### src/rtl/rom_check_seq.sv
module rom_check_seq #(
  parameter int DW        = 32,
  parameter int ROM_WORDS = 16,
  parameter int DIG_WORDS = 2,
  localparam int AW       = $clog2(ROM_WORDS),
  localparam int DGW      = DW * DIG_WORDS
) (
  input  logic           clk_i,
  input  logic           rst_ni,
  output logic [AW-1:0]  rom_addr_o,
  input  logic [DW-1:0]  rom_rdata_i,
  output logic           hash_valid_o,
  input  logic           hash_ready_i,
  output logic [DW-1:0]  hash_data_o,
  output logic           hash_last_o,
  input  logic           hash_done_i,
  input  logic [DGW-1:0] hash_digest_i,
  output logic [3:0]     pm_done_o,
  output logic [3:0]     pm_good_o,
  output logic           km_valid_o,
  output logic [DGW-1:0] km_digest_o
);

  localparam int DATA_WORDS = ROM_WORDS - DIG_WORDS;
  localparam logic [3:0] MB_TRUE  = 4'b0110;
  localparam logic [3:0] MB_FALSE = 4'b1001;
  localparam logic [AW-1:0] LAST_DATA = AW'(DATA_WORDS - 1);
  localparam logic [AW-1:0] LAST_ADDR = AW'(ROM_WORDS - 1);

  typedef enum logic [2:0] {S_IDLE, S_READ, S_WAIT, S_CMP, S_DONE} state_t;

  state_t state;
  logic [AW-1:0] addr;
  logic          exp_done;
  logic          rsp_seen;
  logic [DGW-1:0] dig_q;
  logic [DIG_WORDS-1:0][DW-1:0] exp_q;

  wire hs       = hash_valid_o && hash_ready_i;
  wire exp_load = (state == S_WAIT) && !exp_done;

  assign rom_addr_o   = addr;
  assign hash_valid_o = (state == S_READ);
  assign hash_data_o  = rom_rdata_i;
  assign hash_last_o  = hash_valid_o && (addr == LAST_DATA);
  assign km_digest_o  = dig_q;

  always_ff @(posedge clk_i or negedge rst_ni) begin
    if (!rst_ni) begin
      state    <= S_IDLE;
      addr     <= '0;
      exp_done <= 1'b0;
    end else begin
      case (state)
        S_IDLE: state <= S_READ;
        S_READ: if (hs) begin
          addr <= addr + 1'b1;
          if (hash_last_o) state <= S_WAIT;
        end
        S_WAIT: begin
          if (!exp_done) begin
            if (addr == LAST_ADDR) exp_done <= 1'b1;
            else addr <= addr + 1'b1;
          end
          if (exp_done && rsp_seen) state <= S_CMP;
        end
        S_CMP:   state <= S_DONE;
        default: state <= S_DONE;
      endcase
    end
  end

  for (genvar g = 0; g < DIG_WORDS; g++) begin : g_exp
    always_ff @(posedge clk_i or negedge rst_ni) begin
      if (!rst_ni) exp_q[g] <= '0;
      else if (exp_load && addr == AW'(DATA_WORDS + g)) exp_q[g] <= rom_rdata_i;
    end
  end

  always_ff @(posedge clk_i or negedge rst_ni) begin
    if (!rst_ni) begin
      rsp_seen <= 1'b0;
      dig_q    <= '0;
    end else if (hash_done_i && !rsp_seen) begin
      rsp_seen <= 1'b1;
      dig_q    <= hash_digest_i;
    end
  end

  always_ff @(posedge clk_i or negedge rst_ni) begin
    if (!rst_ni) begin
      pm_done_o  <= MB_FALSE;
      pm_good_o  <= MB_FALSE;
      km_valid_o <= 1'b0;
    end else if (state == S_CMP) begin
      pm_done_o  <= MB_TRUE;
      pm_good_o  <= (dig_q == exp_q) ? MB_TRUE : MB_FALSE;
      km_valid_o <= 1'b1;
    end
  end


  stall_hold_chk: assert property (@(posedge clk_i) disable iff (!rst_ni)
    hash_valid_o && !hash_ready_i |=> hash_valid_o && $stable(rom_addr_o));


  last_ends_stream_chk: assert property (@(posedge clk_i) disable iff (!rst_ni)
    hash_valid_o && hash_ready_i && hash_last_o |=> !hash_valid_o);


  no_req_after_rsp_chk: assert property (@(posedge clk_i) disable iff (!rst_ni)
    rsp_seen |-> !hash_valid_o);


  done_after_rsp_chk: assert property (@(posedge clk_i) disable iff (!rst_ni)
    pm_done_o != MB_FALSE |-> rsp_seen);


  pm_frozen_chk: assert property (@(posedge clk_i) disable iff (!rst_ni)
    pm_done_o == MB_TRUE |=> $stable(pm_done_o) && $stable(pm_good_o));


  km_with_done_chk: assert property (@(posedge clk_i) disable iff (!rst_ni)
    km_valid_o |-> pm_done_o == MB_TRUE);


  digest_kept_chk: assert property (@(posedge clk_i) disable iff (!rst_ni)
    rsp_seen |=> $stable(km_digest_o));

endmodule

### config.mk
export PLATFORM = sky130hd
export DESIGN_NAME = rom_check_seq
export DESIGN_NICKNAME = d
export VERILOG_FILES = /design/src/rtl/rom_check_seq.sv
export SDC_FILE = /design/constraint.sdc
export NUM_CORES = 1
export LEC_CHECK = 0
export BUFFER_PORTS_ARGS = -buffer_cell sky130_fd_sc_hd__buf_2
export CAP_MARGIN = 20
export CORE_UTILIZATION = 45
export DETAILED_ROUTE_END_ITERATION = 10
export PLACE_DENSITY_LB_ADDON = 0.12
export SLEW_MARGIN = 20
export SYNTH_ARGS = -nofsm -noshare
export SYNTH_HDL_FRONTEND = slang
export SYNTH_SLANG_ARGS = --single-unit
export TNS_END_PERCENT = 50
### constraint.sdc
create_clock -name clk_i -period 3.75 [get_ports clk_i]
set_input_delay 0.9375 -clock clk_i [delete_from_list [all_inputs] [get_ports clk_i]]
set_output_delay 0.9375 -clock clk_i [all_outputs]
set_load 0.01 [all_outputs]
# After elaboration in Yosys (flattened, before gate mapping)
# Cells that the tools add are included.
# word_totals
reg_bits,146
word_cells,47
in_bits,100
out_inout_bits,111
# classes
n_mux,11
reduce_logical,13
n_addsub,1
eq_ne,12
# op_table
op,n
$eq A64 B64 Y1,1
$mux W4,4
$eq A4 B4 Y1 const B,3
$mux W3,3
$pmux W3 S3,1
$pmux W4 S2,1
$logic_and A1 B1 Y1,7
$eq A3 B2 Y1 const B,2
$ne A2 B1 Y1 const B,3
$add A4 B1 Y4 const B,1
$ne A2 B2 Y1 const B,2
$reduce_and A4 Y1,1
$eq A3 B1 Y1 const B,1
$logic_not A3 Y1,1
$reduce_and A3 Y1,1
$logic_not A1 Y1,2
$mux W1,2
$reduce_bool A2 Y1,1

# Longest topological paths before layout
# Gate-level depths: netlist (run 1).
# logic_depth
depth_word,5
depth_mapped,7
depth_no_buf,7

# Worst setup path after synthesis (run 1)
# OpenSTA, ideal clock, no wires.
# synth_timing
path_type,in2reg
start,in hash_done_i
end,"reg dig_q[10], in the netlist km_digest_o[10]"
path_stages,4
required_time_ns,3.625
n_path_buf,2
setup_time_ns,0.125
arrival_ns,1.905
slack_ns,1.720
path_cell_list,nor2b_1 clkbuf_1 buf_2 mux2_2
# synth_via
elab_chain_cells,1
# synth_lines
element,line_no,text
from (decl),16,"input logic hash_done_i,"
$logic_and A1 B1 Y1,84,end else if (hash_done_i && !rsp_seen) begin
to (signal assigned),86,dig_q <= hash_digest_i;
to (decl),36,logic [DGW-1:0] dig_q;
# No other way between the ends.
# A chain may end at the register's enable or synchronous reset.

# Worst setup path in the final report (run 1)
# layout_timing
start,"reg addr[1], in the netlist rom_addr_o[1]"
end,out hash_last_o
# layout_via
elab_chain_cells,2
# layout_lines
element,line_no,text
from (decl),33,logic [AW-1:0] addr;
from (signal assigned),57,addr <= addr + 1'b1;
from (signal assigned),63,else addr <= addr + 1'b1;
$eq A4 B4 Y1,45,assign hash_last_o = hash_valid_o && (addr == LAST_DATA);
$logic_and A1 B1 Y1,45,
to (decl),15,"output logic hash_last_o,"
# No other way between the ends.

==> results of run 1 <==
worst max-delay path, delay by kind of cell (launching register included):
| family | cells | cell delay, ns |
|---|---|---|
| adders and majority gates | 1 | 0.14 |
| and+or+nand+nor | 2 | 0.26 |
| buffers and inverters | 2 | 0.25 |
| DFF | 1 | 0.42 |
worst min-delay path by stage:
stage / to / slack (ns) / cells after the start / startpoint
3_5_place_dp: pm_good_o[0]$_DFFE_PN1N_ / 0.49 / 2 / pm_good_o[0]$_DFFE_PN1N_
5_1_grt: pm_done_o[0]$_DFFE_PN1N_ / 0.52 / 1 / pm_done_o[0]$_DFFE_PN1N_
3_3_place_gp: pm_good_o[0]$_DFFE_PN1N_ / 0.47 / 2 / pm_good_o[0]$_DFFE_PN1N_
6_report: pm_good_o[0]$_DFFE_PN1N_ / 0.49 / 2 / pm_good_o[0]$_DFFE_PN1N_
2_1_floorplan: rsp_seen$_DFFE_PN0P_ / 0.46 / 1 / rsp_seen$_DFFE_PN0P_
4_1_cts: pm_good_o[0]$_DFFE_PN1N_ / 0.49 / 2 / pm_good_o[0]$_DFFE_PN1N_
stage by stage:
step                      setup WS, ns  area [um^2]
final                             1.32         8100
after global routing              1.20         8090
after CTS                         1.26         8090
after detailed placement          1.38         7550
after global placement            1.47         7550
after floorplan                   1.72         6650
metal layers:
layer	vias up	global-route usage	share of wire
li1	1901	-	-
met1	1966	0.266	0.47
met2	127	0.290	0.46
met3	12	0.0549	0.055
met4	0	0.0587	0.0094
met5	-	0	0
logic make-up after synthesis:
family	synth area share
compound gates	0.00865
xor+xnor	0.0882
fa+ha+maj	0.00564
buf+inv	0.0716
flops	0.531
mux	0.252
simple gates	0.0433
layout make-up:
cell class                 instances  area, um^2
fill                            1218        6380
sequential                       141        3530
multi-input combinational        257        2660
timing repair buffer             216        1110
clock buffer                      24         482
tap                              184         230
clock inverter                     8        65.1
inverter                           4        15.0
antenna                            1        2.50
placed cells by master, fill, tap and decap left out, types with 2 or more instances in the layout:
cell and count:
sky130_fd_sc_hd__xnor2_1 50, sky130_fd_sc_hd__clkinv_2 7, sky130_fd_sc_hd__mux2_2 68, sky130_fd_sc_hd__and2_2 2, sky130_fd_sc_hd__ha_1 3, sky130_fd_sc_hd__clkbuf_8 3, sky130_fd_sc_hd__nand4_1 13, sky130_fd_sc_hd__dfstp_2 2
sky130_fd_sc_hd__nand2_1 9, sky130_fd_sc_hd__dfrtp_1 139, sky130_fd_sc_hd__a21oi_1 2, sky130_fd_sc_hd__clkbuf_16 17, sky130_fd_sc_hd__xor2_1 17, sky130_fd_sc_hd__clkbuf_1 4, sky130_fd_sc_hd__nor3_1 3, sky130_fd_sc_hd__nand2b_1 4
sky130_fd_sc_hd__nor2_1 5, sky130_fd_sc_hd__buf_4 5, sky130_fd_sc_hd__nand3_1 2, sky130_fd_sc_hd__inv_1 4, sky130_fd_sc_hd__buf_2 209, sky130_fd_sc_hd__mux2_4 60, sky130_fd_sc_hd__nor4_1 8
power by group:
part	switching [uW]	internal, uW
clock network	596	956
registers	119	1630
logic	259	267
sequential cells by signal (all words and copies together), names as in the netlist:
register / cells
exp_done: 1
rom_addr_o: 4
pm_done_o: 2
pm_good_o: 2
state: 3
rsp_seen: 1
km_digest_o: 64
exp_q: 64
==> metrics list, run 1 <==
* Buffer depth of the longest clock path: 2
- For the worst-skew pair, the clock arrives at the later sink with an insertion delay of 0.41 ns.
* Crit path launch: rom_addr_o[1]$_DFFE_PN0P_
- Number of standard cells after synthesis: 455
* Static Leak: 0.00402 uW
* Sequential-to-total area share from yosys stat: 0.531
- STA classifies the critical path startpoint as a register.
- After clock tree synthesis, the clock-pin slew on the worst setup and hold paths is 0.05 ns.
- Via total after detailed routing: 4006
* Number of flops mapped to enable cells by yosys: 0
* Number of maximum-capacitance violations: 0
- Total power for the finished layout comes to roughly 3800 uW.
- Traced cell by cell, the critical path runs through inv_1, ha_1, nand3_1, nor3_1, buf_2.
- Once detailed placement completed, the half-perimeter wirelength came to 10000 um.
- In the post-synthesis netlist, the cell with the most instances is sky130_fd_sc_hd__dfrtp_1.
- Cell at the slowest stage of the critical path: sky130_fd_sc_hd__dfrtp_1
* Core Area: 0.0145 mm^2
* Post-Route Hold Slack: 0.485 ns
- Headroom to the max-slew limit came out at 0.447.
* Total count of hold-check failures in the final report: 0
* Unrepaired setup endpoints after global routing: false
- The initialized floorplan defines 44 standard-cell rows.
- In the final timing run, aggregate negative setup slack is 0 ns.
- Measured on the finished design, the core utilization comes to 0.559.
- Compared with the post-synthesis result, the final layout area differs by 21.7%.
* Global-route congestion overflow total: 0
- Dividing the final minimum period by the clock period gives 0.647.
* Largest net degree at the start of global routing: 80
- TritonCTS created 17 clock buffers.
- The worst register-to-register path begins at state[0]$_DFFE_PN0P_.
* Final Max Slew Viols: 0
- For this run, the top clock speed supported by timing is slightly above 400 MHz.
- Number of instances resized during post-cts repair: 0
* Share of the synthesized area in the top cell type: 0.523
* Setup slack, reg-to-reg: 1.41 ns
- Per-cell routed wire length: 16.4 um
- Layout cell share with drive strength beyond 1: 0.585
- Level count of the clock H-tree: 4
- The most used flip-flop cell after synthesis is sky130_fd_sc_hd__dfrtp_1.
* Outcome: complete, no violations
* CP Data Arrival Time: 1.49 ns
- Number of antenna violations at the first check in global routing: 0
- In the routed layout, each cell is associated on average with a via count of 4.80.
- Number of placed instances with taps included: between 800 and 900
- Num Clock Sinks: around 140
- In the global route stage, overall resource usage came out at 0.192.
* Wire length of the first global-routing pass: 21400 um
* Starting utilization of the core area: 0.460
* Final non-filler cell total: roughly 840
* Root Buffer: sky130_fd_sc_hd__clkbuf_16
- Leading post-synthesis cells by cell area: sky130_fd_sc_hd__dfrtp_1 52%, sky130_fd_sc_hd__mux2_4 14%, sky130_fd_sc_hd__mux2_2 12%
* Average cell area after synthesis: 14.6 um^2
- FF-to-FF path depth: 5
- Die W: 124 um
* Worst Path Required: 2.81 ns
* Endpoint of the worst-slack reg-to-reg timing path: exp_q[45]$_DFFE_PN0P_
* I/O pins: 211
- Worst-case clock skew: 0.00352 ns
* Type of the worst min-delay path: reg2reg
- Buffers added on ports: 210
* Residual antenna-violating net count after detailed routing: 0
- Clock tree from TritonCTS: yes
- Largest area contributor in the netlist: sky130_fd_sc_hd__dfrtp_1
- Gp weighted congestion: roughly 0.72
* Total die area: between 0.015 and 0.02 mm^2
- Of all nets on the critical path, the largest fanout is 5.
* Kind of capture point of the worst setup path: primary output
- Drt first-iter violations: 180
- Net count after synthesis: 558
* Ranking of synthesized cells by instance count: 139 x sky130_fd_sc_hd__dfrtp_1, 68 x sky130_fd_sc_hd__mux2_2, 60 x sky130_fd_sc_hd__mux2_4, 50 x sky130_fd_sc_hd__xnor2_1, 38 x sky130_fd_sc_hd__buf_4
- After the last flow step, the layout net total stands at between 700 and 800.
- Vertical die dimension: 124 um
- DRC errors left: 0
- Detailed Routing Iterations Pass 1: 4
* Number of setup violations in the final report: 0
- On the worst path, the slowest cell contributes a delay of around 0.42 ns.
- Tightest Pin Transition: 0.830 ns
- Synthesis instantiated 32 different standard cells from the library.
- Number of storage elements in the synthesis netlist: 141
- The Yosys step of the flow raised 0 warnings.
* Hold buffer count at cts: 0
- Power density relative to cell area: between 400 and 500 mW/mm^2
- Following the worst setup path forward leads to its endpoint at hash_last_o.
- Post-CTS timing repair inserted 0 buffers for setup.
- The number of global-route vias before repair came to 4000.
- Type of the worst setup path: reg2out
- After synthesis the cells add up to 0.00665 mm^2.
- Shortest period the worst path allows: 2.43 ns
- Share of synthesized registers carrying an async set or reset: 1.00
- Wires add up to around 14000 um.
* Worst voltage drop across the vdd grid: between 0.3 and 0.4 mV
(Power assumes the default switching activity.)
==> inputs of run 2 (changes only) <==
==> constraint.sdc (replaced) <==
create_clock -name clk_i -period 2 [get_ports clk_i]
set_input_delay 0.5 -clock clk_i [delete_from_list [all_inputs] [get_ports clk_i]]
set_output_delay 0.5 -clock clk_i [all_outputs]
set_load 0.01 [all_outputs]
==> run 2 against run 1 <==
Non-clock buffer count grew 6. Setup slack worse by 1.2 ns. Wire length rose by 1.4%. Clock-buffer cell count is 1 lower. Critical path depth unchanged. Final area rose by 1.1%. First-iteration DRC count is 19% lower. Hold slack got worse by 0.48 ns. Cell count up 0.48%. Sequential cell count unchanged. Clock power is 79% higher. Via count rose by 0.95%. Critical endpoint unchanged. Largest cell class unchanged. Largest power group unchanged.
==> metrics list, run 2 (synthesized netlist as in run 1, its figures left out) <==
* Outcome: complete, no violations
* Core Area: roughly 0.014 mm^2
- Worst-case clock skew: roughly 0.0042 ns
- Kind of capture point of the worst setup path: primary output
- Cell at the slowest stage of the critical path: sky130_fd_sc_hd__dfrtp_1
- Sum of negative setup slack: 0 ns
- The clock tree synthesis step divided the H-tree into 4 levels.
- For this run, the post-layout net count is 746.
- The clock reaches the later pin of the worst-skew pair after 0.42 ns.
- In this run the deepest clock path goes through 2 buffers.
- Buffers added on ports: 210
- The top cell types in the final layout, fill and taps aside, are 209 x sky130_fd_sc_hd__buf_2, 138 x sky130_fd_sc_hd__dfrtp_1, 68 x sky130_fd_sc_hd__mux2_2, 60 x sky130_fd_sc_hd__mux2_4, 50 x sky130_fd_sc_hd__xnor2_1.
* Drt first-iter violations: 146
- Power density relative to cell area: slightly below 900 mW/mm^2
- Vias in the first global route: 4123
- Total die area: between 0.015 and 0.02 mm^2
- In this run the critical register-to-register path is launched from state[0]$_DFFE_PN0P_.
- Final Max Slew Viols: 0
* Vertical die dimension: 124 um
- Clock-pin slew was measured on the worst setup and hold paths at 0.06 ns.
- Number of CTS-inserted buffers: 17
- Root Buffer: sky130_fd_sc_hd__clkbuf_16
- Number of antenna violations at the first check in global routing: 0
- Hold buffer count at cts: 0
- Final non-filler cell total: 839
* Sequence of cells on the critical path: inv_1, ha_1, nand3_1, nor3_1, buf_2
* Starting utilization of the core area: 0.460
- The path class of the tightest hold or removal check is in2async.
- The worst setup path is of the reg2out kind.
- For this design the static power due to leakage is 0.00405 uW.
- Die W: 124 um
* Total count of hold-check failures in the final report: 0
* Global-route congestion overflow total: 0
* Setup slack, reg-to-reg: 0.17 ns
- For this block, the via count after detailed routing is 4044.
- The routed design has 13900 um of wire.
* Gp weighted congestion: 0.716
* Num Clock Sinks: 141
- TritonCTS built the clock tree.
- For this run, the slowest stage of the critical path takes 0.37 ns.
* I/O pins: ~210
- Normalized max-slew margin: 0.692
* FF-to-FF path depth: 5
* Number of setup violations in the final report: 0
- Layout cell share with drive strength beyond 1: 0.591
- Unrepaired setup endpoints after global routing: false
* DRC errors left: 0
- Max-cap violations in this run came to 0.
* Largest driver fanout on the critical path: 2
- Counting tap cells, the placed design contains a total of 807 instances.
* Shortest period the worst path allows: around 1.9 ns
- Achievable Freq: 524 MHz
- Detailed Routing Iterations Pass 1: 4
- At the pin with the least slew margin, the transition time is 0.462 ns.
* Part of the cycle the worst path needs: 0.954
* CP Data Arrival Time: 1.41 ns
* Area growth, synth to finish: 23.1%
* Worst voltage drop across the vdd grid: 0.651 mV
- Overall global routing resource usage: 0.195
- The library cell used most frequently in the layout, excluding fill and tap cells, is sky130_fd_sc_hd__buf_2.
* Worst Path Required: approximately 1.5 ns
- 0 antenna diodes ended up in the layout.
* Largest net degree at the start of global routing: 47
- DP HPWL: 10300 um
- The endpoint identified for the worst register-to-register timing path is exp_q[0]$_DFFE_PN0P_.
* Wire length of the first global-routing pass: 21700 um
- Nature of the critical path startpoint: register
* Residual antenna-violating net count after detailed routing: 0
- The floorplan has 44 rows.
* Per-cell routed wire length: 16.6 um
- Mean number of vias per cell: 4.82
[run 2: changes by cell type in the layout (fill, tap and decap cells not counted), sizes merged]
cell | before | now
diode | 1 | 0
clkinvlp | 0 | 1
bufinv | 1 | 0
clkbuf | 24 | 23
buf | 216 | 222
[run 2: worst max path at each step]
| stage | slack, ns | depth (start not counted) | to | from |
|---|---|---|---|---|
| global placement | 0.22 | 5 | exp_q[0]$_DFFE_PN0P_ | state[0]$_DFFE_PN0P_ |
| detailed placement | 0.15 | 5 | exp_q[1]$_DFFE_PN0P_ | state[0]$_DFFE_PN0P_ |
| global route | 0.01 | 5 | hash_last_o | rom_addr_o[1]$_DFFE_PN0P_ |
| floorplan | 0.38 | 6 | exp_q[10]$_DFFE_PN0P_ | state[2]$_DFFE_PN0P_ |
| CTS | 0.05 | 4 | hash_last_o | rom_addr_o[0]$_DFFE_PN0P_ |
| finish | 0.09 | 5 | hash_last_o | rom_addr_o[1]$_DFFE_PN0P_ |
[run 2: power by group]
group	switching [uW]	internal, uW
Sequential	213	3060
Clock	1130	1660
Combinational	504	524
Total	1850	5240
[run 2: per-layer routing]
| layer | routed length, um | part of all wire | GRT usage |
|---|---|---|---|
| met4 | 196 | 0.014 | 0.0836 |
| met1 | 6430 | 0.46 | 0.261 |
| met5 | 0 | 0 | 0 |
| met3 | 715 | 0.051 | 0.0430 |
| met2 | 6560 | 0.47 | 0.305 |
[run 2: area by class of cell]
class / count / area, um^2
clock buffers: 23 / 478
clock inverters: 8 / 42.5
fillers: 1206 / 6290
inverters: 4 / 15.0
multi-input cells: 257 / 2660
flip-flops and latches: 141 / 3530
well taps: 184 / 230
repair buffers: 222 / 1230
[run 2: what timing repair did]
action / 4_1_cts / 5_1_grt
buffers inserted: 1 / 0
resized for setup: 0 / 1
hold endpoints to repair: 0 / 0
endpoints found under the setup margin: 1 / 1
pin swaps: 0 / 0
gates cloned: 0 / 0
[run 2: worst max-delay path: cells and delay by family, from the launching register on]
kind,cells,cell delay (ns)
and+or+nand+nor,2,0.24
adders and majority gates,1,0.15
DFF,1,0.37
buffers and inverters,2,0.22
[run 2: stage by stage]
stage	hold slack [ns]	setup WS, ns	instance area [um^2]	total power, uW	utilization
after floorplan	0.204	0.378	6650	3840	-
after global placement	0.464	0.220	7660	4330	0.529
after detailed placement	0.467	0.149	7660	4350	0.529
after CTS	0.0181	0.0520	8190	7180	0.566
after global routing	0.0310	0.0123	8190	7410	0.566
final	0.00760	0.0929	8190	7090	0.566
==> inputs of run 3 (changes only) <==
--- a/config.mk
+++ b/config.mk
@@ -5,9 +5,11 @@
 export SDC_FILE = /design/constraint.sdc
 export NUM_CORES = 1
 export LEC_CHECK = 0
+export ABC_AREA = 1
 export BUFFER_PORTS_ARGS = -buffer_cell sky130_fd_sc_hd__buf_2
 export CAP_MARGIN = 20
 export CORE_UTILIZATION = 45
+export CTS_BUF_LIST = sky130_fd_sc_hd__clkbuf_16
 export DETAILED_ROUTE_END_ITERATION = 10
 export PLACE_DENSITY_LB_ADDON = 0.12
 export SLEW_MARGIN = 20
==> run 3 against run 2 <==
Via count grew 38%. Critical path depth is the same. Clock-buffer cell count shrank 6. Sequential power grew 5%. Die area grew 1.5%. Critical endpoint unchanged. Largest cell class unchanged.
==> metrics list, run 3 <==
- The run finished with clean final reports.
* Layout cell share with drive strength beyond 1: 0.261
- Once detail routing completed, the nets flagged for antenna violations numbered 0.
- Overall routed net length: ~15000 um
- The most used flip-flop cell after synthesis is sky130_fd_sc_hd__dfrtp_1.
- The share of total power dissipated in the clock network is 0.331.
- Utilization after layout: 0.569
- Non-Filler Cell Area, Final: 0.00829 mm^2
- Gp weighted congestion: 0.776
- The clock period could shrink to ~1.8 ns.
* Share of power burned in registers: 0.439
- Dividing total power by cell area gives a power density of 948 mW/mm^2.
* Relative contribution of combinational cells to total power: 0.231
* Number of maximum-capacitance violations: 0
- Starting utilization of the core area: 0.463
- Summed over all cells, the static leakage comes to 0.00487 uW.
- DP HPWL: between 10000 and 15000 um
* Number of CTS-inserted buffers: 17
- In the routed design, unresolved DRC markers number 0.
- Via total after detailed routing: 5590
- The floorplan step defined a core boundary enclosing about 0.015 mm^2.
- Detailed Routing Iterations Pass 1: 4
- Clock tree from TritonCTS: yes
- Average cell area after synthesis: 8.07 um^2
- The floorplan has between 40 and 50 rows.
- Number of setup violations in the final report: 0
* Global-route congestion overflow total: 0
- Net count after synthesis: 940
- Nature of the critical path startpoint: register
* Worst Path Required: roughly 1.5 ns
- Num Clock Sinks: about 140
* Most frequent cells in the layout: 251 x sky130_fd_sc_hd__nand2_1, 209 x sky130_fd_sc_hd__buf_2, 139 x sky130_fd_sc_hd__dfrtp_1, 128 x sky130_fd_sc_hd__inv_1, 101 x sky130_fd_sc_hd__nor2_1
- Clock Latency Late Sink: 0.42 ns
- Total Power: 7870 uW
- Number of flops mapped to enable cells by yosys: 0
- Final Max Slew Viols: 0
- Share of the synthesized area in the top cell type: 0.515
* Ranking of synthesized cells by instance count: 252 x sky130_fd_sc_hd__nand2_1, 139 x sky130_fd_sc_hd__dfrtp_1, 121 x sky130_fd_sc_hd__inv_1, 101 x sky130_fd_sc_hd__nor2_1
* Most frequent standard cell in the layout excluding fill and tap cells: sky130_fd_sc_hd__nand2_1
- In this run, distinct cell masters in the synthesized netlist total 28.
- Type of the worst min-delay path: in2async
- After the first detailed-routing iteration, the DRC count stood at 254.
* Switching Share: 0.310
* Worst-case clock skew: 0.0123 ns
* Netlist area before placement: 0.00675 mm^2
- Entering global routing, the biggest net connects 56 pins.
* Buffers added on ports: between 200 and 250
- Clock-pin slew was measured on the worst setup and hold paths at approximately 0.050 ns.
* Root Buffer: sky130_fd_sc_hd__clkbuf_16
- Diodes inserted: 0
- Gates resized during post-CTS repair numbered 0.
- The share of the Yosys chip area taken by registers is 0.523.
- Timing analysis after detailed placement gives a worst setup slack of 0.379 ns.
- Most used standard cell by instance count after synthesis: sky130_fd_sc_hd__nand2_1
- Largest driver fanout on the critical path: 6
* Achievable Freq: 544 MHz
* Tightest Pin Transition: 0.681 ns
- The worst-case IR drop observed on VDD is 0.578 mV.
- Dividing the detail-routed wire length by the instance count gives 12.7 um.
* Vertical die dimension: 125 um
- The first global-routing pass estimated 25200 um of wire.
- Internal power comes to 5430 uW.
- Share of synthesized registers carrying an async set or reset: 1.00
* Total die area: 0.0155 mm^2
- Headroom to the max-slew limit came out at 0.543.
- Overall global routing resource usage: 0.209
* Number of antenna violations at the first check in global routing: 1
- The synthesized design contains 141 register bits.
- Total count of hold-check failures in the final report: 0
- Setup total negative slack on the finished layout was measured at 0 ns.
- Vias in the first global route: ~5200
- Level count of the clock H-tree: 4
- Die W: between 100 and 150 um
* Unrepaired setup endpoints after global routing: false
- Type of the worst setup path: reg2out
* Final setup slack of the worst path: 0.161 ns
* Nets: 1122
* Warnings, synthesis: 0
- The placed instances occupy a cell area of 0.00781 mm^2.
* Net switching component of the power: 2440 uW
- Leading post-synthesis cells by cell area: sky130_fd_sc_hd__dfrtp_1 52%, sky130_fd_sc_hd__nand2_1 14%, sky130_fd_sc_hd__inv_1 6.7%
- Area growth, synth to finish: 22.8%
- The longest clock path from root to sink contains 2 buffers.
* Kind of capture point of the worst setup path: primary output
* CP Data Arrival Time: 1.34 ns
* Hold buffer count at cts: 0
- Number of standard cells after synthesis: 837
- The biggest area contributor in the post-synthesis netlist is sky130_fd_sc_hd__dfrtp_1.
- Mean number of vias per cell: 4.60
- I/O pins: 211
- Part of the cycle the worst path needs: 0.919
- In this run the post-CTS setup repair buffer count came out at 0.
==> run 3: cell types whose count changed after synthesis, sizes merged, moves of 6 or more <==
cell and delta:
clkbuf +6, o21ai +56, nor4 -8, mux2 -108, inv +118, nor2 +97
a21oi +53, xnor2 -50, nand4 -13, nand2 +244
==> run 3: layout make-up <==
cell class / count / area, um^2
multi-input cells: 513 / 2360
flip-flops and latches: 141 / 3530
inverters: 122 / 458
repair buffers: 224 / 1240
fillers: 1395 / 6290
clock buffers: 17 / 425
well taps: 184 / 230
clock inverters: 14 / 55.1
==> run 3: kinds of logic after synthesis <==
family,Yosys count,share of synthesized area
fa+ha+maj,3,0.00556
buf+inv,183,0.129
xor+xnor,13,0.0169
simple gates,363,0.207
mux,20,0.0334
flops,141,0.523
compound gates,114,0.0854
==> run 3: path summary, 6_finish.rpt <==
kind,slack [ns],from,cells after the start,to
max in group asynchronous,1.41,rst_ni,2,pm_good_o[0]$_DFFE_PN1N_
min in group clk_i,0.31,hash_digest_i[27],2,km_digest_o[27]$_DFFE_PN0P_
hold reg to reg,0.45,pm_done_o[0]$_DFFE_PN1N_,2,pm_done_o[0]$_DFFE_PN1N_
hold / removal,0.005,rst_ni,1,km_digest_o[53]$_DFFE_PN0P_
setup / recovery,0.16,rom_addr_o[1]$_DFFE_PN0P_,5,hash_last_o
setup reg to reg,0.36,rom_addr_o[0]$_DFFE_PN0P_,6,exp_q[15]$_DFFE_PN0P_
==> run 3: per-layer routing <==
metal,part of all wire,track usage,routed length [um],vias to the layer above
li1,-,-,-,2875
met1,0.47,0.280,7220,2549
met3,0.050,0.0498,770,14
met4,0.0098,0.0659,151,2
met2,0.47,0.333,7290,150
met5,0.00084,0,13,-
==> run 3: metrics by stage <==
| step | hold slack (ns) | cells |
|---|---|---|
| final | 0.00498 | 1215 |
| after global placement | 0.438 | 1184 |
| after CTS | 0.00225 | 1215 |
| after global routing | 0.0204 | 1215 |
| after floorplan | 0.204 | 837 |
| after detailed placement | 0.440 | 1184 |
==> run 3: worst max-delay path, stage by stage (launching register included) <==
cell	delay, ns
sky130_fd_sc_hd__dfrtp_1	0.43
sky130_fd_sc_hd__inv_1	0.08
sky130_fd_sc_hd__ha_1	0.13
sky130_fd_sc_hd__nand2_1	0.07
sky130_fd_sc_hd__nor2_1	0.08
sky130_fd_sc_hd__buf_2	0.13
==> run 3: power groups by stage <==
stage               Clock [uW]  Combinational (uW)  Sequential [uW]
detailed placement           0                1850             3490
global placement             0                1840             3480
global route              2810                2090             3500
CTS                       2660                1860             3450
floorplan                    0                1220             3480
finish                    2600                1820             3450
